## config.mk

```make
export PLATFORM = sky130hd
export DESIGN_NAME = quad_pos_counter
export DESIGN_NICKNAME = d
export VERILOG_FILES = /design/src/rtl/qpc_pkg.sv /design/src/rtl/qpc_edge_decode.sv /design/src/rtl/qpc_dir_track.sv /design/src/rtl/qpc_wrap_counter.sv /design/src/rtl/quad_pos_counter.sv
export SDC_FILE = /design/constraint.sdc
export NUM_CORES = 1
export LEC_CHECK = 0
export BUFFER_PORTS_ARGS = -buffer_cell sky130_fd_sc_hd__buf_4
export CAP_MARGIN = 20
export CELL_PAD_IN_SITES_DETAIL_PLACEMENT = 1
export CELL_PAD_IN_SITES_GLOBAL_PLACEMENT = 1
export CORE_ASPECT_RATIO = 0.9
export CORE_UTILIZATION = 35
export CTS_CLUSTER_SIZE = 30
export DETAILED_ROUTE_END_ITERATION = 7
export GPL_ROUTABILITY_DRIVEN = 0
export PLACE_DENSITY_LB_ADDON = 0.25
export SYNTH_ARGS = -nofsm -noshare
export SYNTH_HDL_FRONTEND = slang
export SYNTH_SLANG_ARGS = --single-unit
```

## constraint.sdc

```tcl
create_clock -name clk -period 2.8 [get_ports clk]
set_input_delay 0.14 -clock clk [delete_from_list [all_inputs] [get_ports clk]]
set_output_delay 0.14 -clock clk [all_outputs]
set_load 0.02 [all_outputs]
```

## src/rtl/qpc_pkg.sv

```systemverilog
// Shared mode encoding and decode helpers for the quadrature position counter.
package qpc_pkg;

    typedef enum logic [1:0] {
        QPC_X4_FREE  = 2'b00,
        QPC_X2_FREE  = 2'b01,
        QPC_X4_BOUND = 2'b10,
        QPC_X2_BOUND = 2'b11
    } qpc_mode_e;

    // True when only phase A edges are counted.
    function automatic logic mode_is_x2(input logic [1:0] m);
        return m[0];
    endfunction

    // True when wrapping uses the programmed maximum.
    function automatic logic mode_is_bounded(input logic [1:0] m);
        return m[1];
    endfunction

endpackage

```

## src/rtl/qpc_edge_decode.sv

```systemverilog
// Phase edge decoder.
// Keeps the previous {A,B} sample and classifies the change to the current one.
// A legal single-phase change yields step=1. Its sign comes from the phase relation.
// Assumes the phases are synchronous to clk and already free of glitches.
module qpc_edge_decode (
    input  logic clk,
    input  logic rst_n,
    input  logic x2_mode,
    input  logic phase_a,
    input  logic phase_b,
    output logic step,
    output logic step_up
);

    logic prev_a;
    logic prev_b;
    logic a_chg;
    logic b_chg;

    // Remember the last phase sample, cleared to 00 by reset.
    always_ff @(posedge clk) begin
        if (!rst_n) begin
            prev_a <= 1'b0;
            prev_b <= 1'b0;
        end else begin
            prev_a <= phase_a;
            prev_b <= phase_b;
        end
    end

    // Classify the transition; a double change is never a step.
    always_comb begin
        a_chg   = phase_a ^ prev_a;
        b_chg   = phase_b ^ prev_b;
        step    = x2_mode ? (a_chg & ~b_chg) : (a_chg ^ b_chg);
        step_up = phase_a ^ prev_b;
    end

endmodule

```

## src/rtl/qpc_dir_track.sv

```systemverilog
// Direction tracker.
// Holds the direction of the last counted step and pulses when it reverses.
// Assumes step is already qualified by the enable.
module qpc_dir_track (
    input  logic clk,
    input  logic rst_n,
    input  logic step,
    input  logic step_up,
    output logic dir_up,
    output logic dir_chg
);

    // Latch a new direction on each counted step and flag a reversal.
    always_ff @(posedge clk) begin
        if (!rst_n) begin
            dir_up  <= 1'b1;
            dir_chg <= 1'b0;
        end else begin
            dir_chg <= step && (step_up != dir_up);
            if (step) dir_up <= step_up;
        end
    end

    // A reversal pulse always comes with a flipped direction bit.
    assert_dir_flip_R6: assert property (@(posedge clk) disable iff (!rst_n)
        dir_chg |-> (dir_up != $past(dir_up)));

endmodule

```

## src/rtl/qpc_wrap_counter.sv

```systemverilog
// Wrapping up/down position counter.
// Priority: write, then reload to zero, then a qualified step.
// The range ends at all-ones in free mode and at max_count in bounded mode.
// Assumes step is already qualified by the enable.
module qpc_wrap_counter #(
    parameter int CNT_W = 32
) (
    input  logic             clk,
    input  logic             rst_n,
    input  logic             bounded,
    input  logic [CNT_W-1:0] max_count,
    input  logic             step,
    input  logic             step_up,
    input  logic             reload,
    input  logic             wr_en,
    input  logic [CNT_W-1:0] wr_data,
    output logic [CNT_W-1:0] count,
    output logic             wrap
);

    localparam logic [CNT_W-1:0] ALL_ONES = {CNT_W{1'b1}};
    localparam logic [CNT_W-1:0] ZERO     = '0;

    logic [CNT_W-1:0] limit;
    logic [CNT_W-1:0] cnt_nxt;
    logic             wrap_nxt;

    // Select the wrap limit and form the next count.
    always_comb begin
        limit    = bounded ? max_count : ALL_ONES;
        cnt_nxt  = count;
        wrap_nxt = 1'b0;
        if (wr_en) begin
            cnt_nxt = wr_data;
        end else if (reload) begin
            cnt_nxt = ZERO;
        end else if (step) begin
            if (step_up) begin
                if (count >= limit) begin
                    cnt_nxt  = ZERO;
                    wrap_nxt = 1'b1;
                end else begin
                    cnt_nxt = count + 1'b1;
                end
            end else begin
                if (count == ZERO) begin
                    cnt_nxt  = limit;
                    wrap_nxt = 1'b1;
                end else begin
                    cnt_nxt = count - 1'b1;
                end
            end
        end
    end

    // Register the count and the wrap event.
    always_ff @(posedge clk) begin
        if (!rst_n) begin
            count <= ZERO;
            wrap  <= 1'b0;
        end else begin
            count <= cnt_nxt;
            wrap  <= wrap_nxt;
        end
    end

    // A write lands on the next edge.
    assert_write_load_R9: assert property (@(posedge clk) disable iff (!rst_n)
        wr_en |=> (count == $past(wr_data)));

    // A reload without a write clears the counter.
    assert_reload_zero_R10: assert property (@(posedge clk) disable iff (!rst_n)
        (reload && !wr_en) |=> (count == ZERO));

    // A wrap lands on zero or on the range limit of that edge.
    assert_wrap_target_R4: assert property (@(posedge clk) disable iff (!rst_n)
        wrap |-> ((count == ZERO) || (count == $past(limit))));

    // In bounded mode an in-range count stays in range.
    assert_stay_bounded_R5: assert property (@(posedge clk) disable iff (!rst_n)
        (bounded && !wr_en && (count <= max_count)) |=> (count <= $past(max_count)));

endmodule

```

## src/rtl/quad_pos_counter.sv

```systemverilog
// Quadrature decoder position counter, top level.
// Decodes conditioned phases A/B into steps, tracks direction and drives
// the wrapping counter. All outputs are registered.
// Assumes phases and idx_pulse are synchronous and filtered upstream.
module quad_pos_counter #(
    parameter int CNT_W = 32
) (
    input  logic             clk,
    input  logic             rst_n,
    input  logic             enable,
    input  logic [1:0]       mode,
    input  logic             phase_a,
    input  logic             phase_b,
    input  logic             idx_pulse,
    input  logic             idx_reload_en,
    input  logic [CNT_W-1:0] max_count,
    input  logic             wr_en,
    input  logic [CNT_W-1:0] wr_data,
    output logic [CNT_W-1:0] count,
    output logic             dir_up,
    output logic             wrap_pulse,
    output logic             dir_chg_pulse
);

    import qpc_pkg::*;

    logic raw_step;
    logic step_up;
    logic q_step;
    logic q_reload;

    qpc_edge_decode i_decode (
        .clk     (clk),
        .rst_n   (rst_n),
        .x2_mode (mode_is_x2(mode)),
        .phase_a (phase_a),
        .phase_b (phase_b),
        .step    (raw_step),
        .step_up (step_up)
    );

    // Qualify decoded steps and index reloads with the enable.
    always_comb begin
        q_step   = enable & raw_step;
        q_reload = enable & idx_reload_en & idx_pulse;
    end

    qpc_dir_track i_dir (
        .clk     (clk),
        .rst_n   (rst_n),
        .step    (q_step),
        .step_up (step_up),
        .dir_up  (dir_up),
        .dir_chg (dir_chg_pulse)
    );

    qpc_wrap_counter #(.CNT_W(CNT_W)) i_cnt (
        .clk       (clk),
        .rst_n     (rst_n),
        .bounded   (mode_is_bounded(mode)),
        .max_count (max_count),
        .step      (q_step),
        .step_up   (step_up),
        .reload    (q_reload),
        .wr_en     (wr_en),
        .wr_data   (wr_data),
        .count     (count),
        .wrap      (wrap_pulse)
    );

    // A disabled block without a write holds count and direction.
    assert_disabled_hold_R8: assert property (@(posedge clk) disable iff (!rst_n)
        (!enable && !wr_en) |=> ($stable(count) && $stable(dir_up)));

    // Both phases changing at once moves nothing.
    assert_illegal_idle_R7: assert property (@(posedge clk) disable iff (!rst_n)
        ($past(rst_n) && !wr_en && !q_reload &&
         (phase_a != $past(phase_a)) && (phase_b != $past(phase_b)))
        |=> ($stable(count) && $stable(dir_up)));

endmodule

```

==> impl_metrics.tcl, run 1 <==
set metrics [dict create \
    outcome "finished, violations left" \
    failed_checks "negative setup slack" \
    layout_cells_sized_above_1 0.343 \
    crit_path_start_kind "register" \
    clockRootBuffer "clkbuf_16" \
    syn-mean-instance-area_um2 6.99 \
    min_period_over_period 1.01 \
    port_buffers 108 \
    fp.dieArea_mm2 0.0127 \
    chipWidth_um 119 \
    worst_clock_skew_ps 6.26 \
    final.setup.tns_ps -38.7 \
    cts_max_path_buffers 2 \
    final-setup-viol-count 4 \
    vdd_drop_max_uv 213 \
    synth.yosys.warnings 0 \
    ys_async_sr_fraction 0 \
    main_area_contributors_after_synthesis "dfxtp_1, ha_1, a21oi_1" \
    synth_edf_count 0 \
    core_region_area_mm2 0.0120 \
    synthCells 616 \
    min_delay_path_depth 2 \
    grt-busiest-layer "met2" \
    wl_mm 20.2 \
    yosys_most_used_dff "dfxtp_1" \
    grt_usage 0.316 \
    number_of_hold_buffers_added_after_cts 0 \
    holdCritPathClass "in -> reg" \
    cts.reportedPaths.clkPinSlew_ps 60 \
    critPathRequiredTime_ps 3030 \
    synthDominantAreaCellType "dfxtp_1" \
    grt_use_met2 0.520 \
    routed-via-count 5858 \
    critical_path_data_arrival_time_ps 3040 \
    synth_sequential_area_ratio 0.172 \
    yosys.cell_types.count 69 \
    n_antenna_cell 0 \
    postLayoutSetupSlackWorst_ps -18.0 \
    synth_top_cells_by_count "a21oi_1, nor2_1, nand2_1, clkbuf_1, dfxtp_1" \
    slew_violations 0 \
    grt_start_max_net_pins 36 \
    slowest_delay_ps 610 \
    dp_slack_ps -272 \
    final-hold-violation-count 0 \
    critical_path.slowest_cell "or4_4" \
    htree_levels 2 \
    num-fill-cells 1539 \
    timing.final.crit_period_ps 2820 \
    timing.critical_path.buf_inv 1 \
    syn_to_final_growth_pct 45.8 \
    multi_input_comb_area_mm2 0.00342 \
    rr_startpoint "i_cnt.count[4]$_SDFFE_PN0P_" \
    r2r_end "i_cnt.count[11]$_SDFFE_PN0P_" \
    clock_latency_ps 300 \
    worst_reg_to_reg_path_cell_count 8 \
    holdPathEnd "i_decode.prev_b$_SDFF_PN0_" \
    hold_path_startpoint "phase_b" \
    max_cap_viol_count 0 \
    first_global_vias 5805 \
    total_leakage_power_nw 2.76 \
    firstDrtPassIters 7 \
    globalRoute.totalOverflow 0 \
    syn-num-nets 726 \
    relSlewSlack 0.446 \
    number_of_buffers_inserted_during_clock_tree_synthesis 5 \
    p_total_w 0.00246 \
    antenna_left 0 \
    grt_setup_unrepaired "true" \
    synth-seq-cells 37 \
    power_density_mw_per_mm2 392 \
    groute.layer.met3.usage 0.0495 \
    cts_tree "done" \
    rrSetupSlack_ps -20 \
    seqCellArea_um2 752 \
    antenna_violations_before_repair 0 \
    worstMarginPinSlew_ps 831 \
    cpMostUsedCell "or4_4" \
    floorplan.initialDensity 0.358 \
    post_detailed_placement_half_perimeter_wirelength_mm 15.2 \
    global_route.usage.met1 0.420 \
    number_of_cell_rows 38 \
    nNetsFinal 905 \
    achievable-frequency_ghz 0.355 \
    yosys.area.top_type_share 0.172 \
    finalInstanceArea_mm2 0.00627 \
    io_pins 109 \
    worstSetupEndpointType "register" \
    drt_iter0_drc 507 \
    worst-setup-path-type "reg -> reg" \
    route.detailed.drc 0 \
    cts.sink_count 37 \
    crit_path_cell_trace "or4_4, or4_4, or4_4, buf_4, o311ai_0, a22o_1, a32oi_1, a21oi_1" \
    dieHeight_um 107 \
    route.detailed.vias_per_inst 6.14 \
    critical_path.max_fanout 6 \
    synthesis.area_mm2 0.00430 \
    wire_length_of_the_first_global_routing_pass_mm 31.5 \
    critical_path.top_delay_family "simple AND/OR/NAND/NOR gates" \
    dpl_cell_area_mm2 0.00597 \
    routedWlPerCell_um 21.2 \
]
## report_power, final
group / switching [W] / internal (W) / total, W
registers: 0.0000589 / 0.000579 / 0.000638
logic: 0.000705 / 0.000553 / 0.00126
clock network: 0.000248 / 0.000319 / 0.000567
## cells by family (layout without fill, tap and decap cells)
logic type / after synthesis / count (layout) / synth area share
buffers and inverters: 63 / 240 / 0.0628
AND/OR/NAND/NOR: 249 / 250 / 0.295
multiplexers: 7 / 7 / 0.0163
XOR/XNOR: 23 / 23 / 0.0468
flip-flops: 37 / 37 / 0.172
AO/OA/AOI/OAI: 201 / 201 / 0.303
adder cells (fa/ha/maj): 36 / 36 / 0.105
## layout make-up
class                   instances  area share
flip-flops and latches         37       0.120
well taps                     160      0.0319
repair buffers                227       0.279
inverters                       7     0.00419
multi-input cells             517       0.544
clock inverters                 1    0.000798
clock buffers                   5      0.0199
## placed cells by master (no fill, tap or decap), drive strengths merged, types with 14 or more instances in the layout
master / n
a21oi: 67
nand4: 16
nand2: 47
ha: 36
buf: 227
xor2: 14
dfxtp: 37
o21ai: 35
nand3: 33
nor2: 67
nor3: 20
nor4: 21
## per-layer routing
metal	up-vias	wire length (um)
met5	-	0
met4	0	591
met3	53	1260
met2	231	9270
met1	2882	9080
li1	2692	-
## registers in the layout (all words and copies together) (netlist names)
register / flops
i_dir.dir_up: 1
i_decode.prev_a: 1
i_decode.prev_b: 1
i_cnt.count: 32
i_cnt.wrap: 1
i_dir.dir_chg: 1
## worst max-delay path by stage
stage                                       startpoint  cells past startpoint                           end  slack [ps]
after detailed placement                       mode[1]                     16  i_cnt.count[11]$_SDFFE_PN0P_        -270
after floorplan           i_cnt.count[15]$_SDFFE_PN0P_                     10  i_cnt.count[19]$_SDFFE_PN0P_         -70
final                      i_cnt.count[4]$_SDFFE_PN0P_                      8  i_cnt.count[11]$_SDFFE_PN0P_         -20
after CTS                  i_cnt.count[4]$_SDFFE_PN0P_                      8   i_cnt.count[1]$_SDFFE_PN0P_           9
after global placement                         mode[1]                     16  i_cnt.count[11]$_SDFFE_PN0P_        -140
after global routing       i_cnt.count[4]$_SDFFE_PN0P_                      8  i_cnt.count[11]$_SDFFE_PN0P_         -90
## stage by stage
step                      hold WS [ps]  utilization  std cells
after global routing              78.1        0.522        954
after global placement             361        0.496        939
final                             71.6        0.522        954
after CTS                         73.3        0.512        952
after floorplan                    262            -        616
after detailed placement           376        0.496        939
## repair_timing
action / 4_1_cts / 5_1_grt
buffers inserted: 6 / 2
gates cloned: 1 / 0
pin swaps: 2 / 7
setup endpoints to repair: 17 / 29
resized for setup: 4 / 21
Power figures use the tool's default switching activity.
==> inputs of run 2 (changes only) <==
--- a/config.mk
+++ b/config.mk
@@ -15,6 +15,7 @@
 export DETAILED_ROUTE_END_ITERATION = 7
 export GPL_ROUTABILITY_DRIVEN = 0
 export PLACE_DENSITY_LB_ADDON = 0.25
+export SKIP_LAST_GASP = 1
 export SYNTH_ARGS = -nofsm -noshare
 export SYNTH_HDL_FRONTEND = slang
 export SYNTH_SLANG_ARGS = --single-unit
==> impl_metrics.tcl, run 2 (synthesis gave the netlist of run 1 again) <==
set metrics [dict create \
    worst_reg_to_reg_path_cell_count 8 \
    antenna_violations_before_repair 0 \
    route.detailed.drc 0 \
    holdPathEnd "i_decode.prev_b$_SDFF_PN0_" \
    logic_pwr_share 0.511 \
    critical_path.top_delay_family "simple AND/OR/NAND/NOR gates" \
    cts_tree "done" \
    postLayoutSetupSlackWorst_ps -55.3 \
    min_delay_path_depth 2 \
    worstSetupEndpointType "register" \
    syn_to_final_growth_pct 45.7 \
    seqPwrFrac 0.259 \
    grt_setup_unrepaired "true" \
    final.setup.tns_ps -100 \
    grt_usage 0.316 \
    dpl_cell_area_mm2 0.00597 \
    timing.final.crit_period_ps 2860 \
    wire_length_of_the_first_global_routing_pass_mm 31.5 \
    core_region_area_mm2 0.0120 \
    r2r_end "i_cnt.count[25]$_SDFFE_PN0P_" \
    power_density_mw_per_mm2 393 \
    p_total_w 0.00246 \
    relSlewSlack 0.431 \
    rrSetupSlack_ps -60 \
    rr_startpoint "i_cnt.count[4]$_SDFFE_PN0P_" \
    outcome "finished, violations left" \
    slew_violations 0 \
    swShare 0.411 \
    cts_max_path_buffers 2 \
    final-hold-violation-count 0 \
    crit_path_start_kind "register" \
    worst-setup-path-type "reg -> reg" \
    grt_start_max_net_pins 36 \
    n_antenna_cell 0 \
    max_cap_viol_count 0 \
    antenna_left 0 \
    clockRootBuffer "clkbuf_16" \
    finalInstanceArea_mm2 0.00627 \
    firstDrtPassIters 5 \
    htree_levels 2 \
    failed_checks "negative setup slack" \
    wl_mm 20.3 \
    floorplan.initialDensity 0.358 \
    dieHeight_um 107 \
    crit_path_cell_trace "or4_4, or4_4, or4_4, nor2_4, buf_6, a22oi_1, o211ai_1, o22ai_1" \
    final-setup-viol-count 4 \
    critical_path.max_fanout 6 \
    number_of_buffers_inserted_during_clock_tree_synthesis 5 \
    cts.sink_count 37 \
    p_int_w 0.00145 \
    largest_register_ffs 32 \
    timing.critical_path.buf_inv 1 \
    first_global_vias 5806 \
    achievable-frequency_ghz 0.350 \
    number_of_hold_buffers_added_after_cts 0 \
    holdCritPathClass "in -> reg" \
    hold_path_startpoint "phase_b" \
    route.detailed.vias_per_inst 6.18 \
    vdd_drop_max_uv 213 \
    pwr-share-clk 0.230 \
    total_leakage_power_nw 2.77 \
    slowest_delay_ps 630 \
    nNetsFinal 906 \
    critical_path_depth 8 \
    mostFrequentLayoutCell "buf_4" \
    critical_path.slowest_cell "or4_4" \
    min_period_over_period 1.02 \
    critical_path_data_arrival_time_ps 3000 \
    port_buffers 108 \
    regMostFlops "i_cnt.count" \
    routedWlPerCell_um 21.3 \
    layout_cells_sized_above_1 0.341 \
    globalRoute.totalOverflow 0 \
    chipWidth_um 119 \
    worst_clock_skew_ps 5.70 \
    clock_latency_ps 300 \
    netSwitchingPower_w 0.00101 \
    cpMostUsedCell "or4_4" \
    io_pins 109 \
    drt_iter0_drc 495 \
    worstMarginPinSlew_ps 853 \
    post_detailed_placement_half_perimeter_wirelength_mm 15.2 \
    fp.dieArea_mm2 0.0127 \
    most-common-layout-cells "buf_4, nor2_1, a21oi_1" \
    number_of_cell_rows 38 \
    critPathRequiredTime_ps 2950 \
    routed-via-count 5901 \
    cts.reportedPaths.clkPinSlew_ps 60 \
]
## run 2: power groups by stage
stage                     combinational [W]  sequential [W]  clock [W]
final                               0.00126        0.000638   0.000565
after global routing                0.00135        0.000644   0.000592
after CTS                           0.00122        0.000635   0.000575
after detailed placement            0.00120        0.000645          0
after global placement              0.00116        0.000643          0
after floorplan                    0.000603        0.000701          0
## run 2: worst max path at each step
stage,slack (ps),to,start
6_report,-60,i_cnt.count[25]$_SDFFE_PN0P_,i_cnt.count[4]$_SDFFE_PN0P_
5_1_grt,-100,i_cnt.count[11]$_SDFFE_PN0P_,mode[1]
4_1_cts,-8,i_cnt.count[25]$_SDFFE_PN0P_,i_cnt.count[4]$_SDFFE_PN0P_
3_5_place_dp,-270,i_cnt.count[11]$_SDFFE_PN0P_,mode[1]
3_3_place_gp,-140,i_cnt.count[11]$_SDFFE_PN0P_,mode[1]
2_1_floorplan,-70,i_cnt.count[19]$_SDFFE_PN0P_,i_cnt.count[15]$_SDFFE_PN0P_
## run 2: what timing repair did
action                     CTS  global route
setup endpoints to repair   17            29
setup buffers                6             3
pin swaps                    2             7
gates cloned                 1             0
gates resized for setup      3            20
## run 2: through the flow
stage / hold slack (ps) / util / worst slack, ps / std cells
3_5_place_dp: 376 / 0.496 / -272 / 939
2_1_floorplan: 262 / - / -72.7 / 616
4_1_cts: 73.3 / 0.512 / -7.97 / 952
6_report: 70.0 / 0.521 / -55.3 / 955
5_1_grt: 78.1 / 0.521 / -99.5 / 955
3_3_place_gp: 361 / 0.496 / -143 / 939
## run 2: area by class of cell
type	instances	area, um2
Clock buffer	5	125
Tap cell	160	200
Multi-Input combinational cell	517	3410
Inverter	7	26.3
Timing Repair Buffer	228	1760
Sequential cell	37	752
Clock inverter	1	5.00
Fill cell	1543	5760
## run 2: metal layers
layer / wire (um) / vias up / global-route usage
li1: - / 2696 / -
met1: 8870 / 2885 / 0.421
met2: 9460 / 275 / 0.520
met3: 1510 / 45 / 0.0495
met4: 490 / 0 / 0.104
met5: 0 / - / 0
## run 2: worst reg2reg max path, cell delays in order, from the launching register on
cell and delay (ps):
dfxtp_2 330, or4_4 570, or4_4 440, or4_4 630
nor2_4 210, buf_6 160, a22oi_1 110, o211ai_1 150
o22ai_1 110
==> inputs of run 3 (changes only) <==
--- a/config.mk
+++ b/config.mk
@@ -14,7 +14,7 @@
 export CTS_CLUSTER_SIZE = 30
 export DETAILED_ROUTE_END_ITERATION = 7
 export GPL_ROUTABILITY_DRIVEN = 0
-export PLACE_DENSITY_LB_ADDON = 0.25
+export PLACE_DENSITY_LB_ADDON = 0.12
 export SKIP_LAST_GASP = 1
 export SYNTH_ARGS = -nofsm -noshare
 export SYNTH_HDL_FRONTEND = slang
==> impl_metrics.tcl, run 3 (synthesis gave the netlist of run 1 again) <==
set metrics [dict create \
    rr_startpoint "i_cnt.count[14]$_SDFFE_PN0P_" \
    route.detailed.drc 0 \
    clockRootBuffer "clkbuf_16" \
    max_cap_viol_count 0 \
    final-hold-violation-count 0 \
    outcome "finished, final reports clean" \
    chipWidth_um 119 \
    worst-setup-path-type "reg -> reg" \
    worstSetupEndpointType "register" \
    wl_mm 20.6 \
    timing.critical_path.buf_inv 1 \
    floorplan.initialDensity 0.358 \
    crit_path_start_kind "register" \
    clock_latency_ps 300 \
    number_of_hold_buffers_added_after_cts 0 \
    number_of_cell_rows 38 \
    grt_start_max_net_pins 39 \
    firstDrtPassIters 5 \
    antenna_violations_before_repair 0 \
    routed-via-count 5849 \
    min_period_over_period 0.999 \
    cts.sink_count 37 \
    multi_input_comb_area_mm2 0.00350 \
    fp.dieArea_mm2 0.0127 \
    worst_reg_to_reg_path_cell_count 8 \
    wire_length_of_the_first_global_routing_pass_mm 32.3 \
    critical_path.top_delay_family "simple AND/OR/NAND/NOR gates" \
    largest_register_ffs 32 \
    layout_cells_sized_above_1 0.349 \
    critical_path.slowest_cell "or4_4" \
    worstMarginPinSlew_ps 851 \
    achievable-frequency_ghz 0.357 \
    core_region_area_mm2 0.0120 \
    p_total_w 0.00256 \
    cts.reportedPaths.clkPinSlew_ps 60 \
    worst_setup_path_startpoint "i_cnt.count[14]$_SDFFE_PN0P_" \
    total_leakage_power_nw 2.79 \
    groute.layer.met3.usage 0.0553 \
    syn_to_final_growth_pct 47.2 \
    min_delay_path_depth 2 \
    port_buffers 108 \
    critical_path_depth 8 \
    rrSetupSlack_ps 3 \
    most-common-layout-cells "buf_4, nor2_1, a21oi_1" \
    critical_path.max_fanout 5 \
    post_detailed_placement_half_perimeter_wirelength_mm 15.5 \
    num-fill-cells 1522 \
    grt-busiest-layer "met2" \
    number_of_buffers_inserted_during_clock_tree_synthesis 5 \
    power_density_mw_per_mm2 403 \
    nNetsFinal 899 \
    n_antenna_cell 0 \
    global_route.usage.met1 0.436 \
    antenna_left 0 \
    relSlewSlack 0.430 \
    timing.final.crit_period_ps 2800 \
    regMostFlops "i_cnt.count" \
    drt_iter0_drc 515 \
    grt_usage 0.326 \
    first_global_vias 5914 \
    dpl.cell_count 938 \
    route.detailed.vias_per_inst 6.16 \
    routedWlPerCell_um 21.7 \
    critPathRequiredTime_ps 3050 \
    dieHeight_um 107 \
    vdd_drop_max_uv 291 \
    endpoint "i_cnt.count[22]$_SDFFE_PN0P_" \
    crit_path_cell_trace "or4_4, or4_4, or4_4, buf_4, a31oi_1, nor2_1, a21oi_2, a32o_2" \
    final_cells 950 \
    final-setup-viol-count 0 \
    mostFrequentLayoutCell "buf_4" \
    worst_clock_skew_ps 3.12 \
    cpMostUsedCell "or4_4" \
    globalRoute.totalOverflow 0 \
    htree_levels 2 \
    holdCritPathClass "in -> reg" \
    slew_violations 0 \
    seqCellArea_um2 749 \
    cts_tree "done" \
    grt_use_met2 0.519 \
    cts_max_path_buffers 2 \
    slowest_delay_ps 620 \
    r2r_end "i_cnt.count[22]$_SDFFE_PN0P_" \
    critical_path_data_arrival_time_ps 3040 \
    grt_setup_unrepaired "true" \
    io_pins 109 \
]
==> run 3: final cells by class <==
| type | count | area share |
|---|---|---|
| Tap cell | 160 | 0.0316 |
| Sequential cell | 37 | 0.118 |
| Clock buffer | 7 | 0.0241 |
| Inverter | 7 | 0.00415 |
| Multi-Input combinational cell | 517 | 0.552 |
| Clock inverter | 1 | 0.000790 |
| Timing Repair Buffer | 221 | 0.269 |
==> run 3: worst register-to-register path, delay by kind of cell (launching register included) <==
kind	cells	cell delay [ps]
AO/OA/AOI/OAI	3	520
buffers and inverters	1	180
flip-flops	1	320
AND/OR/NAND/NOR	4	1730
==> run 3: worst min path at each step <==
stage | start | to | slack (ps)
after floorplan | phase_a | i_decode.prev_a$_SDFF_PN0_ | 260
after global placement | phase_b | i_decode.prev_b$_SDFF_PN0_ | 370
after detailed placement | phase_b | i_decode.prev_b$_SDFF_PN0_ | 370
after CTS | phase_b | i_decode.prev_b$_SDFF_PN0_ | 60
after global routing | phase_b | i_decode.prev_b$_SDFF_PN0_ | 90
final | phase_b | i_decode.prev_b$_SDFF_PN0_ | 60
==> run 3: report_power, final <==
group          total (W)  internal, W  switching (W)
clock network   0.000633     0.000378       0.000255
logic            0.00129     0.000561       0.000732
registers       0.000630     0.000578      0.0000517
==> run 3: per-stage QoR <==
step | utilization | cell area [um2] | hold slack [ps] | setup slack, ps | TNS [ps]
after CTS | 0.513 | 6170 | 55.4 | -4.64 | -7.93
final | 0.527 | 6330 | 59.4 | 2.66 | 0
after global routing | 0.527 | 6330 | 91.4 | -42.7 | -266
after detailed placement | 0.496 | 5960 | 367 | -643 | -10790
after global placement | 0.496 | 5960 | 366 | -619 | -7790
after floorplan | - | 4360 | 262 | -72.7 | -510
==> run 3: timing repair <==
action,CTS,global route
setup endpoints to repair,32,27
gates cloned,1,0
setup buffers,0,3
resized for setup,9,29
pin swaps,0,12
==> run 3: layer usage <==
layer / routed length, um / up-vias
met1: 9230 / 2884
li1: - / 2686
met4: 550 / 0
met3: 1420 / 42
met2: 9440 / 237
met5: 0 / -
